===== config.mk =====
export PLATFORM = sky130hd
export DESIGN_NAME = col_timing_gen
export DESIGN_NICKNAME = d
export VERILOG_FILES = /design/src/rtl/col_timing_pkg.sv /design/src/rtl/col_tick_counter.sv /design/src/rtl/col_phase_fsm.sv /design/src/rtl/col_out_reg.sv /design/src/rtl/col_timing_gen.sv
export SDC_FILE = /design/constraint.sdc
export NUM_CORES = 1
export LEC_CHECK = 0
export BUFFER_PORTS_ARGS = -buffer_cell sky130_fd_sc_hd__clkbuf_2
export CELL_PAD_IN_SITES_DETAIL_PLACEMENT = 1
export CELL_PAD_IN_SITES_GLOBAL_PLACEMENT = 2
export CORE_MARGIN = 4
export CORE_UTILIZATION = 29
export CTS_CLUSTER_DIAMETER = 100
export DETAILED_ROUTE_END_ITERATION = 8
export PLACE_DENSITY = 0.66
export SYNTH_ARGS = -nofsm -noshare
export SYNTH_HDL_FRONTEND = slang
export SYNTH_SLANG_ARGS = --single-unit

===== constraint.sdc =====
create_clock -name clk -period 1.51 [get_ports clk]
set_input_delay 0 -clock clk [delete_from_list [all_inputs] [get_ports clk]]
set_output_delay 0 -clock clk [all_outputs]
set_load 0.005 [all_outputs]

===== src/rtl/col_timing_pkg.sv =====
package col_timing_pkg;

    typedef enum logic [1:0] {
        PH_BLANK  = 2'd0,
        PH_SETTLE = 2'd1,
        PH_HIGH   = 2'd2
    } phase_e;

endpackage


===== src/rtl/col_tick_counter.sv =====
module col_tick_counter #(
    parameter int PERIOD_TICKS = 56,
    localparam int CNT_W = $clog2(PERIOD_TICKS)
) (
    input  logic             clk,
    input  logic             rst,
    input  logic             advance,
    output logic [CNT_W-1:0] tick_nxt,
    output logic             wrap
);

    localparam logic [CNT_W-1:0] LAST = CNT_W'(PERIOD_TICKS - 1);

    logic [CNT_W-1:0] tick_q;

    // wrap marks the strobe that closes a column
    assign wrap = advance && (tick_q == LAST);

    always_comb begin
        if (rst) begin
            tick_nxt = '0;
        end else if (wrap) begin
            tick_nxt = '0;
        end else if (advance) begin
            tick_nxt = tick_q + CNT_W'(1);
        end else begin
            tick_nxt = tick_q;
        end
    end

    always_ff @(posedge clk) begin
        tick_q <= tick_nxt;
    end

endmodule


===== src/rtl/col_phase_fsm.sv =====
module col_phase_fsm
    import col_timing_pkg::*;
#(
    parameter int PERIOD_TICKS = 56,
    parameter int LOW_TICKS    = 10,
    parameter int BLANK_TICKS  = 6,
    localparam int CNT_W = $clog2(PERIOD_TICKS)
) (
    input  logic             clk,
    input  logic             rst,
    input  logic [CNT_W-1:0] tick_nxt,
    input  logic             wrap,
    output phase_e           state_nxt
);

    localparam logic [CNT_W-1:0] BLANK_END = CNT_W'(BLANK_TICKS);
    localparam logic [CNT_W-1:0] LOW_END   = CNT_W'(LOW_TICKS);

    phase_e state_q;

    // Transitions: BLANK_DONE, LOW_DONE, COLUMN_WRAP
    always_comb begin
        state_nxt = state_q;
        if (rst) begin
            state_nxt = PH_BLANK;
        end else begin
            unique case (state_q)
                PH_BLANK: begin
                    if (tick_nxt == BLANK_END) state_nxt = PH_SETTLE;
                end
                PH_SETTLE: begin
                    if (tick_nxt == LOW_END) state_nxt = PH_HIGH;
                end
                PH_HIGH: begin
                    if (wrap) state_nxt = PH_BLANK;
                end
                default: state_nxt = PH_BLANK;
            endcase
        end
    end

    always_ff @(posedge clk) begin
        state_q <= state_nxt;
    end

endmodule


===== src/rtl/col_out_reg.sv =====
module col_out_reg
    import col_timing_pkg::*;
(
    input  logic   clk,
    input  logic   rst,
    input  phase_e state_nxt,
    input  logic   wrap,
    input  logic   reset_active,
    output logic   col_clk,
    output logic   col_start,
    output logic   drive_en
);

    always_ff @(posedge clk) begin
        if (rst) begin
            col_clk   <= 1'b0;
            col_start <= 1'b0;
            drive_en  <= 1'b0;
        end else begin
            col_clk   <= (state_nxt == PH_HIGH);
            col_start <= wrap;
            drive_en  <= (state_nxt != PH_BLANK) && !reset_active;
        end
    end

endmodule


===== src/rtl/col_timing_gen.sv =====
module col_timing_gen
    import col_timing_pkg::*;
#(
    parameter int PERIOD_TICKS = 56,
    parameter int LOW_TICKS    = 10,
    parameter int BLANK_TICKS  = 6
) (
    input  logic clk,
    input  logic rst,
    input  logic sync_tick,
    input  logic reset_active,
    output logic col_clk,
    output logic col_start,
    output logic drive_en
);

    localparam int CNT_W = $clog2(PERIOD_TICKS);

    logic [CNT_W-1:0] tick_nxt;
    logic             wrap;
    phase_e           state_nxt;

    col_tick_counter #(
        .PERIOD_TICKS(PERIOD_TICKS)
    ) u_cnt (
        .clk     (clk),
        .rst     (rst),
        .advance (sync_tick),
        .tick_nxt(tick_nxt),
        .wrap    (wrap)
    );

    col_phase_fsm #(
        .PERIOD_TICKS(PERIOD_TICKS),
        .LOW_TICKS   (LOW_TICKS),
        .BLANK_TICKS (BLANK_TICKS)
    ) u_fsm (
        .clk      (clk),
        .rst      (rst),
        .tick_nxt (tick_nxt),
        .wrap     (wrap),
        .state_nxt(state_nxt)
    );

    col_out_reg u_out (
        .clk         (clk),
        .rst         (rst),
        .state_nxt   (state_nxt),
        .wrap        (wrap && !rst),
        .reset_active(reset_active),
        .col_clk     (col_clk),
        .col_start   (col_start),
        .drive_en    (drive_en)
    );

endmodule


# Word-level counts from Yosys, hierarchy flattened
# Cells that the tools add are included.
# op_classes
add_sub_neg,1
n_eq_ne,6
muxes,8
reduce_logical,7
# ops
op,n
$mux 6,3
$mux 2,4
$add 6x1->6 const B,1
$eq 6x3->1 const B,1
$eq 6x4->1 const B,1
$eq 6x6->1 const B,1
$pmux 2 s3,1
$eq 2x2->1 const B,2
$logic_and 1x1->1,3
$eq 2x1->1 const B,1
$logic_not 1->1,2
$logic_not 2->1,1
$reduce_bool 2->1,1
# word_totals
register_bits,11
input_bits,4
output_inout_bits,3
elab_cells,27

# Logic depth before layout (Yosys ltp)
# depth
word_depth,10
mapped_depth,6
depth_no_buf,6

# Cells and area by module
# Synthesis repeated with hierarchy kept, for this count alone.
# unflattened
cells_unflattened,50
area_unflattened_um2,519.2
# by_module_without_submodules
mod,n_inst,cells_each,area_each_um2,seq_area_each_um2
col_tick_counter,1,30,285.3,120.1
col_phase_fsm,1,12,127.6,40.0
col_out_reg,1,7,92.6,60.1
col_timing_gen,1,1,13.8,0.0

# Worst setup path after synthesis
# OpenSTA, ideal clock, no wires.
# synth_path
path_kind,reg-to-reg
from,register u_cnt.tick_q[1]
to,register u_out.drive_en
setup_time_ns,0.088
t_arrival_ns,1.560
required_time_ns,1.422
path_slack_ns,-0.138
path_stages_with_launch,7
path_buffers,0
synth_period_minus_slack_ns,1.648
path_cell_list,dfxtp_1 > ha_1 > and4_4 > or3_1 > a21oi_2 > nand3_1 > a311oi_2
# synth_between
elab_chain_cells,10
elab_cells_between_ends,15
cone_classes,add/sub: 1; eq/ne: 3; mux: 8; reduce/logical: 3
# synth_lines
item,line_no,source
start: declaration,col_tick_counter.sv:14,logic [CNT_W-1:0] tick_q;
start signal: assignment,col_tick_counter.sv:32,tick_q <= tick_nxt;
$add 6x1->6 / $eq 6x6->1 (equally long branches),"col_tick_counter.sv:25, col_tick_counter.sv:17",
$mux 6 / $logic_and 1x1->1 (equally long branches),"col_tick_counter.sv:24, col_tick_counter.sv:17",
$mux 6,col_tick_counter.sv:22,end else if (wrap) begin
$mux 6,col_tick_counter.sv:20,if (rst) begin
$eq 6x4->1 / $eq 6x3->1 (equally long branches),"col_phase_fsm.sv:32, col_phase_fsm.sv:29",
$mux 2 (on tied branches),"col_phase_fsm.sv:32, col_phase_fsm.sv:29",
$pmux 2 s3 (*),col_phase_fsm.sv:27,unique case (state_q)
$mux 2 (*),col_phase_fsm.sv:24,if (rst) begin
$reduce_bool 2->1 (*),col_out_reg.sv:22,drive_en <= (state_nxt != PH_BLANK) && !reset_active;
$logic_and 1x1->1 (*),col_out_reg.sv:22,
end signal: assignment,col_out_reg.sv:22,
end: declaration,col_out_reg.sv:11,output logic drive_en
# Mark *: on every way between the ends. The rest lies on a longest branch, timed or not.
# A chain may end at the register's enable or synchronous reset.

# Worst setup path in the final report
# layout_path
from,register u_cnt.tick_q[0]
to,register u_out.drive_en
# Same word-level chain as after synthesis.

==> flow_metrics.env <==
export IMPL_clock_latency_ns=0.27
export IMPL_crit_required_ns=1.70
export IMPL_synth_cell_type_count=28
export IMPL_max_slew_worst_pin_slew_ns=0.373
export IMPL_nFillCells=213
export IMPL_drive_gt1_share_pct=40.5
export IMPL_std_cell_rows=15
export IMPL_ys_seq_area_share_pct=40.2
export IMPL_grt_pass1_wl_um=2330
export IMPL_fin_setup_tns_ns=-0.330
export IMPL_grt_overflow_total=0
export IMPL_grt_pass1_vias=478
export IMPL_crit_path_start="u_cnt.tick_q[0]"
export IMPL_p_per_area_mw_per_mm2=773
export IMPL_final_nets=85
export IMPL_ir_worst_vdd_v=0.000499
export IMPL_dr_total_vias=503
export IMPL_crit_path_end_kind="flip-flop"
export IMPL_cts_root_buf="clkbuf_4"
export IMPL_start_util_pct=31.1
export IMPL_grt_setup_unrepaired="true"
export IMPL_hold_viol=0
export IMPL_rrSetupSlack_ns=-0.11
export IMPL_synth_top_area_share_pct=40.2
export IMPL_clk_pin_slew_ns=0.07
export IMPL_r2r_cells=6
export IMPL_hold_path_class="in2reg"
export IMPL_syn_area_per_cell_um2=9.45
export IMPL_syn_num_nets=63
export IMPL_fmax_mhz=616
export IMPL_cts_buffers=3
export IMPL_crit_path_max_fanout=3
export IMPL_grt_max_degree=9
export IMPL_reg2reg_from="u_cnt.tick_q[0]"
export IMPL_firstDrtPassIters=4
export IMPL_maxCapViolations=0
export IMPL_critPathLaunchType="flip-flop"
export IMPL_pin_count=7
export IMPL_antenna_found_initial=0
export IMPL_viasPerCell=4.84
export IMPL_synth_area_leaders="dfxtp_1 40%, nor2_1 5.5%, xnor2_1 4.8%"
export IMPL_io_buffers=6
export IMPL_final_max_slew_viol_count=0
export IMPL_setup_viol=4
export IMPL_diodes=0
export IMPL_grt_total_usage_pct=12.0
export IMPL_yosys_register_bits=11
export IMPL_synth_area_leader_cell="dfxtp_1"
export IMPL_syn_inst=58
export IMPL_die_area_mm2=0.00265
export IMPL_wirelength_um=1330
export IMPL_r2r_end="u_out.drive_en"
export IMPL_leakagePower_uw=0.000309
export IMPL_layout_min_cycle_time_ns=1.62
export IMPL_die_height_um=51.5
export IMPL_clock_sinks=11
export IMPL_dpl_worst_slack_ns=-0.121
export IMPL_fin_cells=104
export IMPL_layout_setup_ws_ns=-0.115
export IMPL_cts_htree_levels=1
export IMPL_wl_per_cell_um=12.8
export IMPL_drc_errors=0
export IMPL_endpoint="u_out.drive_en"
export IMPL_violations="setup timing"
export IMPL_fin_worst_skew_ns=0.00410
export IMPL_dp_hpwl_um=931
export IMPL_critical_path_arrival_ns=1.81
export IMPL_core_area_mm2=0.00176
export IMPL_yosysWarnings=0
export IMPL_cts_path_max_buffers=2
export IMPL_crit_type="reg2reg"
export IMPL_gp_congestion=0.739
export IMPL_syn_area_um2=548
export IMPL_period_share_pct=108
export IMPL_place_inst=96
export IMPL_drtIter0Drc=7
export IMPL_ant_nets=0
export IMPL_cts_tree="yes"
export IMPL_slew_headroom_pct=75.0
export IMPL_outcome="finished, violations left"
export IMPL_die_width_um=51.5
export IMPL_area_delta_synth_final_pct=39.5
-- what timing repair did --
item / 4_1_cts / 5_1_grt
setup buffers: 1 / 1
hold buffers: 1 / 1
endpoints found under the setup margin: 4 / 4
pin swaps: 3 / 3
resized for setup: 3 / 4
endpoints found under the hold margin: 5 / 1
-- worst min-delay path by stage --
| stage | start | endpoint | cells after the start |
|---|---|---|---|
| finish | sync_tick | u_cnt.tick_q[1] | 3 |
| global route | sync_tick | u_cnt.tick_q[1] | 3 |
| CTS | reset_active | u_out.drive_en | 2 |
| detailed placement | reset_active | u_out.drive_en | 2 |
| global placement | reset_active | u_out.drive_en | 2 |
| floorplan | rst | u_out.drive_en | 1 |
-- power by group --
part	switching [µW]	total, µW	leakage (µW)	internal (µW)
clock	99.6	202	0.0000150	102
combinational	39.9	80.3	0.000204	40.4
sequential	9.06	309	0.0000897	300
total	149	591	0.000309	442
-- cells in the final DEF, fill, tap and decap left out, types with 2 or more instances in the layout --
cell type / n
nand4_1: 4
clkbuf_4: 3
xnor2_1: 3
nor2_1: 8
a31oi_1: 2
nand3b_1: 2
buf_4: 11
a21oi_1: 2
dlygate4sd3_1: 2
dfxtp_2: 2
xor2_1: 2
nand2_1: 2
mux2i_1: 2
dfxtp_1: 9
clkbuf_2: 6
inv_1: 2
-- through the flow --
step | area (µm²) | hold WS, ns | util [%] | power (µW)
after detailed placement | 672 | 0.183 | 38.1 | 385
after global routing | 764 | 0.159 | 43.3 | 626
after floorplan | 562 | 0.0679 | - | 362
after CTS | 724 | -0.106 | 41.1 | 592
final | 764 | 0.124 | 43.3 | 591
after global placement | 672 | 0.177 | 38.1 | 385
-- synthesized netlist by cell type (all sizes together) --
master   n
dfxtp   11
nor2     8
nand4    4
a21oi    3
xnor2    3
xor2     3
a31oi    2
and3     2
buf      2
inv      2
mux2i    2
nand2    2
nand3b   2
a211oi   1
a21bo    1
a21boi   1
a311oi   1
and4     1
ha       1
nand3    1
nand4b   1
nor3b    1
o31ai    1
or2b     1
or3      1
-- worst max-delay path, stage by stage (launching register included) --
cell      delay, ns
dfxtp_2        0.34
ha_4           0.16
and4_4         0.19
or3_4          0.34
a21oi_4        0.19
nand3_2        0.09
a311oi_2       0.25
-- layer usage --
layer | share of wire (%) | track usage (%) | vias to the layer above | wire length [µm]
met5 | 0 | 0 | - | 0
met4 | 1.9 | 5.24 | 0 | 25
met3 | 3.5 | 4.37 | 4 | 46
met2 | 45 | 18.0 | 12 | 600
met1 | 49 | 15.3 | 235 | 655
li1 | - | - | 252 | -
-- cell families after synthesis --
kind of cell	Yosys count	synth area share, %
xor+xnor	6	9.59
simple gates	24	25.1
mux	2	3.65
fa+ha+maj	1	2.28
buf+inv	4	4.80
flops	11	40.2
compound gates	10	14.4
-- final cells by class --
| cell class | count | area (µm²) | area share (%) |
|---|---|---|---|
| timing repair buffer | 19 | 133 | 17.3 |
| multi-input combinational | 43 | 344 | 45.0 |
| clock buffer | 4 | 26.3 | 3.44 |
| sequential | 11 | 223 | 29.1 |
| tap | 25 | 31.3 | 4.09 |
| inverter | 2 | 7.51 | 0.982 |
-- flip-flops by register name (all words and copies together), names as in the netlist --
| name | flops |
|---|---|
| u_cnt.tick_q | 6 |
| u_fsm.state_q | 2 |
| u_out.col_clk | 1 |
| u_out.col_start | 1 |
| u_out.drive_en | 1 |
Power figures use the tool's default switching activity.
